$ cat src/rtl/intr_ctrl_pkg.sv
package intr_ctrl_pkg;
  localparam int NUM_SRC = 5;
  localparam int NUM_EXT = 2;
  localparam int IDX_W   = $clog2(NUM_SRC);
  localparam int SER_IDX = 4;
  localparam int LVL_LO  = 0;
  localparam int LVL_HI  = 1;
endpackage

$ cat src/rtl/intr_pin_detect.sv
module intr_pin_detect #(
  parameter int STAGES = 2
) (
  input  logic clk_i,
  input  logic rst_ni,
  input  logic pin_i,
  input  logic edge_mode_i,
  input  logic clr_i,
  output logic pend_o
);
  logic [STAGES-1:0] sync_q;
  logic              last_q;
  logic              flag_q;
  logic              pin_s;
  logic              fall;

  assign pin_s = sync_q[STAGES-1];
  assign fall  = last_q & ~pin_s;

  always_ff @(posedge clk_i or negedge rst_ni) begin
    if (!rst_ni) begin
      sync_q <= '1;
      last_q <= 1'b1;
      flag_q <= 1'b0;
    end else begin
      sync_q <= {sync_q[STAGES-2:0], pin_i};
      last_q <= pin_s;
      if (!edge_mode_i)  flag_q <= 1'b0;
      else if (fall)     flag_q <= 1'b1;  // new edge beats a same-cycle clear
      else if (clr_i)    flag_q <= 1'b0;
    end
  end

  assign pend_o = edge_mode_i ? flag_q : ~pin_s;
endmodule

$ cat src/rtl/intr_pick.sv
module intr_pick #(
  parameter int N     = 5,
  parameter int IDX_W = 3
) (
  input  logic [N-1:0]     pend_i,
  input  logic [N-1:0]     prio_i,
  output logic             valid_o,
  output logic             lvl_o,
  output logic [IDX_W-1:0] idx_o
);
  logic             hi_found, lo_found;
  logic [IDX_W-1:0] hi_idx, lo_idx;

  always_comb begin
    hi_found = 1'b0;
    lo_found = 1'b0;
    hi_idx   = '0;
    lo_idx   = '0;
    // scan downwards so the lowest index is written last
    for (int i = N - 1; i >= 0; i--) begin
      if (pend_i[i] && prio_i[i]) begin
        hi_found = 1'b1;
        hi_idx   = IDX_W'(i);
      end
      if (pend_i[i] && !prio_i[i]) begin
        lo_found = 1'b1;
        lo_idx   = IDX_W'(i);
      end
    end
  end

  assign valid_o = hi_found | lo_found;
  assign lvl_o   = hi_found;
  assign idx_o   = hi_found ? hi_idx : lo_idx;
endmodule

$ cat src/rtl/intr_svc_track.sv
module intr_svc_track (
  input  logic       clk_i,
  input  logic       rst_ni,
  input  logic       take_i,
  input  logic       lvl_i,
  input  logic       reti_i,
  output logic [1:0] in_svc_o
);
  logic [1:0] svc_q, drop, add;

  always_comb begin
    drop = 2'b00;
    if (reti_i) begin
      if (svc_q[1])      drop = 2'b10;
      else if (svc_q[0]) drop = 2'b01;
    end
    add = 2'b00;
    if (take_i) add[lvl_i] = 1'b1;
  end

  always_ff @(posedge clk_i or negedge rst_ni) begin
    if (!rst_ni) svc_q <= 2'b00;
    else         svc_q <= (svc_q & ~drop) | add;
  end

  assign in_svc_o = svc_q;
endmodule

$ cat src/rtl/intr_ctrl.sv
module intr_ctrl
  import intr_ctrl_pkg::*;
#(
  parameter int SYNC_STAGES = 2,
  parameter int VEC_W       = 8,
  parameter int VEC_BASE    = 3,
  parameter int VEC_STEP    = 8
) (
  input  logic               clk_i,
  input  logic               rst_ni,
  input  logic               glb_en_i,
  input  logic [NUM_SRC-1:0] src_en_i,
  input  logic [NUM_SRC-1:0] prio_i,
  input  logic [NUM_EXT-1:0] ext_type_i,
  input  logic [NUM_EXT-1:0] ext_pin_i,
  input  logic [NUM_EXT-1:0] tmr_flag_i,
  input  logic               ser_flag_i,
  input  logic               irq_ack_i,
  input  logic               reti_i,
  output logic               irq_req_o,
  output logic [VEC_W-1:0]   irq_vec_o,
  output logic [NUM_SRC-1:0] flag_clr_o,
  output logic [1:0]         in_svc_o
);
  logic [NUM_SRC-1:0] pend, elig, clrable;
  logic               sel_valid, sel_lvl, allowed, take;
  logic [IDX_W-1:0]   sel_idx;

  // ext pins sit on even indices, timers on odd ones
  for (genvar e = 0; e < NUM_EXT; e++) begin : g_ext
    intr_pin_detect #(.STAGES(SYNC_STAGES)) u_det (
      .clk_i      (clk_i),
      .rst_ni     (rst_ni),
      .pin_i      (ext_pin_i[e]),
      .edge_mode_i(ext_type_i[e]),
      .clr_i      (flag_clr_o[2*e]),
      .pend_o     (pend[2*e])
    );
    assign pend[2*e+1]    = tmr_flag_i[e];
    assign clrable[2*e]   = ext_type_i[e];
    assign clrable[2*e+1] = 1'b1;
  end
  assign pend[SER_IDX]    = ser_flag_i;
  assign clrable[SER_IDX] = 1'b0;

  assign elig = pend & src_en_i & {NUM_SRC{glb_en_i}};

  intr_pick #(.N(NUM_SRC), .IDX_W(IDX_W)) u_pick (
    .pend_i (elig),
    .prio_i (prio_i),
    .valid_o(sel_valid),
    .lvl_o  (sel_lvl),
    .idx_o  (sel_idx)
  );

  assign allowed   = sel_lvl ? !in_svc_o[LVL_HI] : (in_svc_o == 2'b00);
  assign irq_req_o = sel_valid & allowed;
  assign take      = irq_req_o & irq_ack_i;
  assign irq_vec_o = VEC_W'(VEC_BASE) + VEC_W'(VEC_STEP) * VEC_W'(sel_idx);

  always_comb begin
    flag_clr_o = '0;
    if (take) flag_clr_o[sel_idx] = clrable[sel_idx];
  end

  intr_svc_track u_svc (
    .clk_i   (clk_i),
    .rst_ni  (rst_ni),
    .take_i  (take),
    .lvl_i   (sel_lvl),
    .reti_i  (reti_i),
    .in_svc_o(in_svc_o)
  );
endmodule

$ cat config.mk
export PLATFORM = sky130hd
export DESIGN_NAME = intr_ctrl
export DESIGN_NICKNAME = d
export VERILOG_FILES = /design/src/rtl/intr_ctrl_pkg.sv /design/src/rtl/intr_pin_detect.sv /design/src/rtl/intr_pick.sv /design/src/rtl/intr_svc_track.sv /design/src/rtl/intr_ctrl.sv
export SDC_FILE = /design/constraint.sdc
export NUM_CORES = 1
export LEC_CHECK = 0
export BUFFER_PORTS_ARGS = -buffer_cell sky130_fd_sc_hd__buf_2
export CAP_MARGIN = 20
export CORE_MARGIN = 5
export CORE_UTILIZATION = 39
export DETAILED_ROUTE_END_ITERATION = 10
export HOLD_SLACK_MARGIN = 0.06
export PLACE_DENSITY = 0.72
export SLEW_MARGIN = 25
export SYNTH_ARGS = -nofsm -noshare
export SYNTH_HDL_FRONTEND = slang
export SYNTH_SLANG_ARGS = --single-unit
$ cat constraint.sdc
create_clock -name clk_i -period 1.8 [get_ports clk_i]
set_input_delay 0 -clock clk_i [delete_from_list [all_inputs] [get_ports clk_i]]
set_output_delay 0 -clock clk_i [all_outputs]
set_load 0.005 [all_outputs]
-- Yosys cells after proc, flatten, opt, wreduce, memory -nomap -nowiden
Index checks and enable logic that the tools add are counted.
- memory bits (read-only): 0
- logic and storage cells: 87
- input bits: 22
- latch bits: 0
- output and inout port bits: 16
- memory bits (writable): 0
- memories kept: 0
- register bits: 10
- shift operators: 0
- muxes and demuxes: 41
- div/mod/pow operators: 0
- magnitude comparators: 4
- reductions and logical operators: 19
- eq/ne operators: 2
- add/subtract/negate cells: 1
- bitwise operators: 13
- $mul: 0
- operators by type and width (operator ; number):
    3-bit 2-to-1 mux ; 11
    1-bit 2-to-1 mux ; 23
    5-bit AND ; 3
    1-bit logical AND ; 12
    2-bit by 6-bit adder with 7-bit output, first input constant ; 1
    1-bit logical NOT ; 6
    2-bit 2-to-1 mux ; 3
    3-bit by 1-bit != test with 1-bit output, second input constant ; 2
    5-bit 2-to-1 mux ; 1
    1-bit AND ; 4
    3-bit by 4-bit less-than comparator with 1-bit output, second input constant ; 1
    1-bit binary-select mux with 3-bit select ; 1
    1-bit demux with 3-bit select ; 1
    3-bit by 1-bit >= comparator with 1-bit output, second input constant ; 1
    2-bit AND ; 1
    2-bit logical NOT ; 1
    1-bit by 2-bit less-than comparator with 1-bit output, second input constant ; 1
    1-bit inverter ; 2
    2-bit inverter ; 1
    2-bit OR ; 1
    1-bit demux with 1-bit select ; 1
    1-bit >= comparator, second input constant ; 1
    1-bit OR ; 1

-- Logic depth before layout (Yosys ltp)
Gate-level depths: netlist of the first run.
- depth after elaboration: 20
- gate-level depth with buffers: 9

-- Cells and area by module
Synthesis of the first run repeated with hierarchy kept, for this count alone.
- cell total of the unflattened synthesis: 74
- area total of the unflattened synthesis: 700.7 µm²
- by module, submodules not included (module ; seq. area each (µm²) ; instances ; area each (µm²) ; cells each):
    intr_pin_detect ; 103.8 ; 2 ; 143.9 ; 9
    intr_ctrl ; 0.0 ; 1 ; 176.4 ; 26
    intr_pick ; 0.0 ; 1 ; 155.1 ; 22
    intr_svc_track ; 50.0 ; 1 ; 81.3 ; 8

-- Least setup slack after synthesis of the first run
Ideal clock, no wire load.
- path kind: flip-flop to output port
- start point: register g_ext[0].u_det.sync_q[1]
- end point: output flag_clr_o[0]
- arrival time: 1.933 ns
- cell stages (with the launch flop): 9
- setup slack: -0.133 ns
- required time: 1.800 ns
- path through: dfstp_2 > or2_4 > a21oi_2 > or2_4 > or3_4 > nor3_4 > nor4_2 > and2_1 > buf_4
- longest elaborated chain between the ends: 13
- ends and longest elaborated chain (what ; line ; source):
    from (decl) ; intr_pin_detect.sv:11 ; logic [STAGES-1:0] sync_q;
    from (signal assigned) ; intr_pin_detect.sv:26 ; sync_q <= {sync_q[STAGES-2:0], pin_i};
    1-bit inverter * ; intr_pin_detect.sv:34 ; assign pend_o = edge_mode_i ? flag_q : ~pin_s;
    1-bit 2-to-1 mux * ; intr_pin_detect.sv:34 ;
    5-bit AND * (2 in series) ; intr_ctrl.sv:46 ; assign elig = pend & src_en_i & {NUM_SRC{glb_en_i}};
    1-bit logical AND (on tied branches) ; intr_pick.sv:25, intr_pick.sv:21 ;
    3-bit 2-to-1 mux, or another cell as far along ; intr_pick.sv:25 ; if (pend_i[i] && !prio_i[i]) begin
    3-bit 2-to-1 mux ; intr_pick.sv:34 ; assign idx_o = hi_found ? hi_idx : lo_idx;
    3-bit by 4-bit less-than comparator with 1-bit output (implied by the code) or 3-bit by 1-bit >= comparator with 1-bit output (tied branches) ; intr_ctrl.sv:63 ; if (take) flag_clr_o[sel_idx] = clrable[sel_idx];
    1-bit logical AND (implied by the code) ; intr_ctrl.sv:63 ;
    1-bit 2-to-1 mux (implied by the code) ; intr_ctrl.sv:63 ;
    1-bit demux with 3-bit select ; intr_ctrl.sv:63 ;
    5-bit AND (no line) ; n/a ;
    5-bit 2-to-1 mux * ; intr_ctrl.sv:63 ;
    to (decl) ; intr_ctrl.sv:22 ; output logic [NUM_SRC-1:0] flag_clr_o,
Mark *: on every way between the ends. The rest lies on a longest branch, timed or not. The select of a mux whose other input is x is not followed.

-- Worst setup path in the final report of the first run
- start point: register g_ext[0].u_det.sync_q[1]
- end point: output flag_clr_o[3]
The elaborated chain is that of the path after synthesis.

==> out/metrics.cfg, run 1 <==
[min_path]
hold_path_class = in2reg
min-delay-start = reti_i

[worst_setup_path]
critical_path.endpoint_type = primary output
crit_start = g_ext[0].u_det.sync_q[1]
crit_required_ps = 1800
cp-start-kind = register
crit_type = reg2out
worstPathMaxFanout = 5
r2r-start = g_ext[0].u_det.sync_q[1]
cp.arrival_ps = 2230

[sta]
rsz0062_at_grt = yes
finalWorstSetupSlack_ps = -430
final-hold-violation-count = 0
final.period_utilization_pct = 124
fin_crit_ps = 2230
finalSetupViolations = 12
maxSlewViolCount = 0
skew_ps = 7.32
fmax_mhz = 448
final.setup.tns_ps = -3440

[cts]
clock_sink_count = 10
cts_inserted_buffers = 3
cts_max_path_buffers = 2
path_clk_slew_ps = 70
root_buffer = clkbuf_4
h-tree-depth = 1
clock_latency_ps = 260
cts_tree = yes

[flow_run]
maxCapViolations = 0

[floorplanning]
io_pins = 38
start_util_pct = 41.6
dieArea_mm2 = 0.00285
fp.dieH_um = 53.4
rows = 15
die_w_um = 53.4
placeableCoreArea_mm2 = 0.00176

[grt]
use_met3_pct = 6.76
grt_pass1_wl_um = 3110
antenna_found_initial = 0
overflow = 0
grtUsageMet1_pct = 16.6
met2_usage_pct = 26.7
grt_pass1_vias = 738
grt_usage_pct = 14.9
grt_max_degree = 11
grt_most_used_layer = met2

[placement]
place.gp.congestion = 0.807
dpl_cell_area_um2 = 917
io_buffer_count = 31
dp_hpwl_um = 1500
dpl.cell_count = 136

[yosys]
seq_area_frac_synth_pct = 35.1
syn_inst = 78
synth_seq_cells = 10
synth_compound_area_share_pct = 16.7
synth_top_family_by_area = simple AND/OR/NAND/NOR gates
synth_area_leader_cell = dfstp_2
synth-xor-area-share_pct = 0
synth_common_cells = 9 x nor2_1, 8 x buf_4, 6 x dfstp_2, 6 x nand2_1
synthArstFlopShare_pct = 100
yosys.area_share.adder_pct = 0
netlist_area_um2 = 734
ys_warn_count = 0
synth_cell_types = 35
synth_edf_count = 0
yosysMostFrequentCell = nor2_1
avgSynthCellArea_um2 = 9.42
synth_top_area_share_pct = 21.5
synthSimpleGateAreaFrac_pct = 35.9
synthTopCellsByArea = dfstp_2 21%, dfrtp_1 14%, buf_4 8.2%
muxShareOfSynthArea_pct = 0
synthFlopType = dfstp_2

[drt]
initialDrtViolationCount = 7
drtAntennaViolNets = 0
wl_per_cell_um = 13.3
finalWirelength_um = 2000
vias_per_cell = 4.91
drc = 0
first_pass_iters = 4
vias = 736

[final_layout]
final_nets = 148
area_growth_pct = 53.3
antenna-diode-count = 0
drive_gt1_share_pct = 58.4
fin_area_mm2 = 0.00113
fillerInstances = 163
layoutNonFillerInstCount = 150

[pwr]
ir_drop_mv = 0.768
power_density_mw_per_mm2 = 596
p_leak_nw = 0.528
power_mw = 0.672

[status]
status = finished, violations left
violations = negative setup slack

[cells in the final DEF (no fill, tap or decap), drive strengths merged, types with 2 or more instances in the layout]
cell type | Yosys | routed
a211oi | 2 | 2
a21oi | 2 | 2
and2 | 2 | 2
buf | 9 | 43
clkbuf | 0 | 4
conb | 2 | 6
dfrtp | 4 | 4
dfstp | 6 | 6
dlygate4sd3 | 0 | 5
inv | 3 | 3
nand2 | 6 | 6
nand2b | 2 | 2
nand3 | 6 | 6
nor2 | 10 | 10
nor4 | 3 | 3
o21ai | 3 | 3
o22ai | 2 | 2
or2 | 4 | 4
[critical path: stages, from the launching register on]
cell and delay [ps]:
dfstp_2 530, or2_4 140, a21oi_4 60, or2_4 260, or3_4 410, o21ai_4 230
and3b_1 210, buf_2 120
[final timing paths]
kind,to,cells after the start,slack [ps]
worst max-delay path,flag_clr_o[3],7,-430
worst min-delay path,u_svc.in_svc_o[0],4,80
worst max register to register,u_svc.in_svc_o[1],8,-330
worst min register to register,g_ext[0].u_det.sync_q[1],0,360
max in group asynchronous,g_ext[0].u_det.last_q,2,1440
min in group asynchronous,u_svc.in_svc_o[0],2,100
[through the flow]
| stage | hold WS, ps | setup WS [ps] | utilization, % |
|---|---|---|---|
| 6_report | 76.7 | -430 | 63.8 |
| 3_3_place_gp | -137 | -136 | 52.0 |
| 3_5_place_dp | -136 | -247 | 52.0 |
| 4_1_cts | 62.2 | -402 | 59.3 |
| 2_1_floorplan | -296 | -56.1 | - |
| 5_1_grt | 70.6 | -518 | 63.8 |
[repair_timing]
item | in CTS | in global routing
hold endpoints to repair | 14 | 0
hold buffers | 5 | 0
pin swaps | 11 | 4
endpoints found under the setup margin | 12 | 12
resized for setup | 4 | 11
setup buffers | 3 | 2
[sequential cells by signal, indices dropped and copies added (netlist names)]
signal              count
u_svc.in_svc_o          2
g_ext.u_det.sync_q      4
g_ext.u_det.last_q      2
g_ext.u_det.flag_q      2
[routing by layer]
| metal | vias to the layer above | part of all wire (%) |
|---|---|---|
| li1 | 354 | - |
| met1 | 336 | 38 |
| met5 | - | 0 |
| met2 | 44 | 52 |
| met3 | 2 | 9.4 |
| met4 | 0 | 0.60 |
[cell families after synthesis]
kind of cell	Yosys count
AOI/OAI and AO/OA	13
buffers and inverters	12
DFF	10
other	2
and+or+nand+nor	41
[layout make-up]
class / count / area [µm²] / area share, %
inverters: 3 / 11.3 / 1.00
multi-input cells: 60 / 474 / 42.1
well taps: 25 / 31.3 / 2.78
repair buffers: 48 / 315 / 28.0
flip-flops and latches: 10 / 258 / 22.9
clock buffers: 4 / 36.3 / 3.22
[power breakdown]
part	total (mW)	switching, mW	internal, mW
combinational	0.216	0.105	0.110
sequential	0.259	0.0109	0.248
clock	0.197	0.0741	0.123
Power figures use the tool's default switching activity.
==> inputs of run 2 (changes only) <==
PLACE_DENSITY = 0.73   (was 0.72)
SYNTH_HIERARCHICAL = 1   (was not set)
==> run 2 against run 1 <==
  * The flow still finishes with violations (negative setup slack)
  * Sequential cell count unchanged
  * Non-clock buffer count up 10
  * Count of clock-buffer cells in the layout unchanged
  * Maximum frequency down 4.4%
  * Power up 5.3%
  * Highest routed layer unchanged
  * Clock skew about the same
  * Via count up 7.3%
  * Synthesized cell count down 5.1%
  * Final cell count up 6.0%
  * Sequential share of layout area down 2.4 points
  * Cell area up 11%
  * Global-route usage up 2.4 points
==> out/metrics.cfg, run 2 <==
[grt]
grt_pass1_vias = 828
grt_max_degree = 11
antenna_found_initial = 0
grt_pass1_wl_um = 3480
overflow = 0
grt_usage_pct = 17.3

[pwr]
p_clk_share_pct = 22.0
power_density_mw_per_mm2 = 563
comb_power_share_pct = 41.5
seq_power_share_pct = 36.5
p_sw_share_pct = 31.3
switching_power_mw = 0.222
intPower_mw = 0.486
p_leak_nw = 0.597
power_mw = 0.707
ir_drop_mv = 0.478

[final_layout]
antenna-diode-count = 0
area_growth_pct = 79.1
mostFrequentLayoutCells = 28 x buf_2, 20 x buf_4, 6 x conb_1, 6 x nand2_1, 6 x dfstp_2
layout_commonest_cell = buf_2
largest_register_ffs = 4
regArea_um2 = 258
top_register = g_ext.u_det/sync_q
multi_input_area_um2 = 528
utilization_pct = 72.7
fillerInstances = 140
final_nets = 157
drive_gt1_share_pct = 63.4

[yosys]
synth_common_cells = 7 x nand2b_1, 6 x buf_4, 6 x dfstp_2, 6 x nand2_1
yosysMostFrequentCell = nand2b_1
netlist_area_um2 = 701
synth_compound_area_share_pct = 19.1
synth_area_leader_cell = dfstp_2
synth_top_area_share_pct = 22.5
synth_edf_count = 0
yosys.area_share.adder_pct = 0
synthTopCellsByArea = dfstp_2 23%, dfrtp_1 14%, buf_4 6.4%
synthSimpleGateAreaFrac_pct = 34.5
muxShareOfSynthArea_pct = 0
synth-xor-area-share_pct = 0
synthFlopType = dfstp_2
synth_cell_types = 30
seq_area_frac_synth_pct = 36.8
ys_warn_count = 6
avgSynthCellArea_um2 = 9.47
synthArstFlopShare_pct = 100
synth_top_family_by_area = simple AND/OR/NAND/NOR gates
syn_inst = 74
synth_seq_cells = 10

[cts]
cts_inserted_buffers = 3
clock_latency_ps = 260
root_buffer = clkbuf_4
clock_sink_count = 10
path_clk_slew_ps = 60
cts_tree = yes
cts_max_path_buffers = 2
h-tree-depth = 1

[floorplanning]
start_util_pct = 40.6
dieArea_mm2 = 0.00274
fp.dieH_um = 52.4
die_w_um = 52.4
placeableCoreArea_mm2 = 0.00173
rows = 15
io_pins = 38

[worst_setup_path]
cp-start-kind = register
reg2reg_depth = 11
crit_required_ps = 1800
critical_path.endpoint_type = primary output
r2r-start = g_ext[0].u_det/sync_q[1]
cp.arrival_ps = 2330
rr_endpoint = g_ext[1].u_det/flag_q
ff2ff_setup_slack_ps = -350
crit_chain = o21ai_1 -> and3_4 -> a21oi_2 -> and3b_1 -> o211a_1 -> buf_4 -> nand3b_1 -> buf_4 -> nor4_4 -> buf_4 -> buf_4
slowest_delay_ps = 370
crit_family = simple AND/OR/NAND/NOR gates
critical_path.most_common_cell = buf_4
slowest_stage = dfstp_2
worstPathMaxFanout = 5
cp_num_buf_inv = 4
crit_type = reg2out

[sta]
finalWorstSetupSlack_ps = -533
final.period_utilization_pct = 130
final-hold-violation-count = 0
finalSetupViolations = 11
rsz0062_at_grt = yes
holdWs_ps = 123
final.setup.tns_ps = -3670
skew_ps = 7.12
fin_crit_ps = 2330
fmax_mhz = 429
maxSlewViolCount = 0

[status]
status = finished, violations left
violations = negative setup slack

[placement]
dp_hpwl_um = 1590
place.gp.congestion = 0.813
io_buffer_count = 31

[drt]
first_pass_iters = 4
vias = 790
drc = 0
finalWirelength_um = 2250
drtAntennaViolNets = 0
initialDrtViolationCount = 10
vias_per_cell = 4.97
wl_per_cell_um = 14.1

[min_path]
hold_path_class = in2async

[flow_run]
maxCapViolations = 0

run 2: metrics by stage:
stage	worst slack (ps)	std cells	area, µm²
after floorplan	-268	78	749
after global placement	-381	144	1010
after detailed placement	-365	144	1010
after CTS	-542	160	1210
after global routing	-628	159	1250
final	-533	159	1250
run 2: cells by family after synthesis:
family,count (synthesis)
buffers and inverters,10
DFF,10
AOI/OAI and AO/OA,17
other,2
and+or+nand+nor,35
run 2: layout make-up:
| cell class | count | share of cell area [%] |
|---|---|---|
| clock buffer | 4 | 2.09 |
| timing repair buffer | 58 | 31.6 |
| sequential | 10 | 20.5 |
| multi-input combinational | 58 | 42.1 |
| tap | 25 | 2.49 |
| inverter | 4 | 1.20 |
run 2: worst max-delay path by stage:
stage                                   startpoint                    end  slack [ps]  cells past startpoint
after floorplan           g_ext[0].u_det/sync_q[1]  g_ext[0].u_det/flag_q        -270                      9
after global placement    g_ext[1].u_det/sync_q[1]  g_ext[0].u_det/flag_q        -380                      9
after detailed placement  g_ext[1].u_det/sync_q[1]  g_ext[0].u_det/flag_q        -360                      9
after CTS                 g_ext[0].u_det/sync_q[1]          flag_clr_o[0]        -540                      9
after global routing         g_ext[0].u_det/flag_q          flag_clr_o[3]        -630                     11
final                     g_ext[0].u_det/sync_q[1]          flag_clr_o[2]        -530                     11
run 2: timing repair:
action	CTS	global route
pin swaps	11	8
endpoints found under the setup margin	10	12
hold endpoints to repair	14	0
resized for setup	18	10
buffers inserted	7	0
hold buffers	5	0
run 2: power groups by stage:
stage               sequential [mW]  clock [mW]  combinational (mW)
floorplan                     0.260           0               0.107
CTS                           0.258       0.164               0.264
detailed placement            0.262           0               0.197
finish                        0.258       0.155               0.293
global route                  0.260       0.173               0.315
global placement              0.260           0               0.192
run 2: layer usage:
metal / GRT usage (%) / vias to the layer above / wire length [µm]
li1: - / 371 / -
met1: 16.7 / 374 / 777
met2: 34.5 / 35 / 1260
met3: 2.56 / 10 / 132
met4: 8.51 / 0 / 73
met5: 0 / - / 0
run 2: worst register-to-register path: cells and delay by family (launching register included):
| family | cells | cell delay [ps] |
|---|---|---|
| AO/OA/AOI/OAI | 4 | 440 |
| buffers and inverters | 2 | 300 |
| flip-flops | 1 | 370 |
| AND/OR/NAND/NOR | 5 | 920 |
==> inputs of run 3 (changes only) <==
ABC_CLOCK_PERIOD_IN_PS = 1800   (was not set)
PLACE_DENSITY = 0.85   (was 0.73)
==> run 3 against run 2 <==
  * The flow still finishes with violations (negative setup slack)
  * First-iteration DRC count shrank 40%
  * Cell area up 1.3%
  * Sequential power hardly changed
  * Clock skew is 4.0 ps lower
  * Critical path depth down 2
  * Maximum frequency down 0.68%
  * Routed wire length decreased by 0.36%
  * Hold slack lost 12 ps
  * Clock power grew 28%
==> out/metrics.cfg, run 3 (synthesized netlist as in run 2, its figures left out) <==
[pwr]
ir_drop_mv = 0.438
power_density_mw_per_mm2 = 584
p_leak_nw = 0.615

[drt]
first_pass_iters = 4
initialDrtViolationCount = 6
vias = 793
drtAntennaViolNets = 0
wl_per_cell_um = 14.0
drc = 0
vias_per_cell = 4.96
finalWirelength_um = 2240

[final_layout]
largest_register_ffs = 4
multi_input_area_um2 = 519
area_growth_pct = 81.4
mostFrequentLayoutCells = 27 x buf_2, 21 x buf_4, 7 x buf_6
fillerInstances = 119
fin_area_mm2 = 0.00127
antenna-diode-count = 0
drive_gt1_share_pct = 65.9
regArea_um2 = 258
top_register = g_ext.u_det/sync_q
final_nets = 158
layout_commonest_cell = buf_2

[cts]
cts_inserted_buffers = 3
clock_sink_count = 10
clock_latency_ps = 260
cts_tree = yes
cts_max_path_buffers = 2
root_buffer = clkbuf_4
h-tree-depth = 1
path_clk_slew_ps = 70

[grt]
grtUsageMet1_pct = 18.0
met2_usage_pct = 34.5
grt_most_used_layer = met2
use_met3_pct = 2.56
grt_pass1_vias = 886
overflow = 0
grt_max_degree = 11
grt_pass1_wl_um = 3640
grt_usage_pct = 17.9
antenna_found_initial = 0

[floorplanning]
io_pins = 38
dieArea_mm2 = 0.00274
rows = 15
placeableCoreArea_mm2 = 0.00173
fp.dieH_um = 52.4
start_util_pct = 40.6
die_w_um = 52.4

[sta]
fmax_mhz = 426
final.period_utilization_pct = 130
skew_ps = 3.12
final-hold-violation-count = 0
fin_crit_ps = 2350
rsz0062_at_grt = yes
maxSlewViolCount = 0
final.setup.tns_ps = -4070
finalSetupViolations = 11
finalWorstSetupSlack_ps = -549

[worst_setup_path]
cp.arrival_ps = 2350
cp-start-kind = register
crit_type = reg2out
crit_required_ps = 1800
worstPathMaxFanout = 4
critical_path.endpoint_type = primary output

[status]
status = finished, violations left
violations = negative setup slack

[flow_run]
maxCapViolations = 0

[min_path]
hold_path_class = in2async

[placement]
io_buffer_count = 31
place.gp.congestion = 0.884
dpl_cell_area_mm2 = 0.00103
dp_hpwl_um = 1720

==> run 3: path summary, 6_finish.rpt <==
kind | to | slack (ps) | depth (start not counted) | startpoint
worst min-delay path | g_ext[0].u_det/flag_q | 110 | 2 | rst_ni
worst max-delay path | flag_clr_o[3] | -550 | 9 | g_ext[0].u_det/sync_q[1]
worst max register to register | u_svc/in_svc_o[0] | -370 | 11 | g_ext[0].u_det/sync_q[1]
min in group clk_i | u_svc/in_svc_o[1] | 160 | 4 | irq_ack_i
worst min register to register | g_ext[0].u_det/sync_q[1] | 350 | 0 | g_ext[0].u_det/sync_q[0]
max in group asynchronous | g_ext[1].u_det/last_q | 1440 | 2 | rst_ni
==> run 3: where the power goes <==
| part | switching [mW] | internal (mW) | total (mW) |
|---|---|---|---|
| clock | 0.0760 | 0.123 | 0.199 |
| combinational | 0.131 | 0.154 | 0.285 |
| sequential | 0.0110 | 0.247 | 0.258 |
| total | 0.218 | 0.524 | 0.742 |
==> run 3: stage by stage <==
step	std cells	util, %	worst slack (ps)	power, mW	hold WS (ps)
2_1_floorplan	78	-	-268	0.367	-296
3_3_place_gp	147	59.9	-283	0.463	-143
3_5_place_dp	147	59.9	-372	0.471	-135
4_1_cts	158	68.6	-562	0.708	110
5_1_grt	160	73.6	-660	0.788	119
6_report	160	73.6	-549	0.742	111
==> run 3: routing by layer <==
layer | up-vias | wire length (µm)
met1 | 388 | 788
met5 | - | 0
met3 | 4 | 138
li1 | 373 | -
met2 | 28 | 1270
met4 | 0 | 42
==> run 3: repair_timing <==
item                                   4_1_cts  5_1_grt
gates resized for setup                     14       13
pin swaps                                   16       11
endpoints found under the hold margin       14        0
hold buffers                                 4        0
cloned                                       0        0
setup endpoints to repair                   11       12
buffers inserted                             4        3
==> run 3: worst max-delay path, stage by stage, from the launching register on <==
cell and delay (ps):
dfstp_2 540, o21ai_2 50, and3_4 170, a22oi_2 140, and3_4 230, nand2_4 70, o31ai_4 340, inv_2 100
nor4_4 290, buf_2 160
==> run 3: cell type report <==
cell class	instances	area share, %
Tap cell	25	2.46
Sequential cell	10	20.3
Inverter	4	1.18
Clock buffer	4	2.85
Multi-Input combinational cell	58	40.8
Timing Repair Buffer	59	32.4
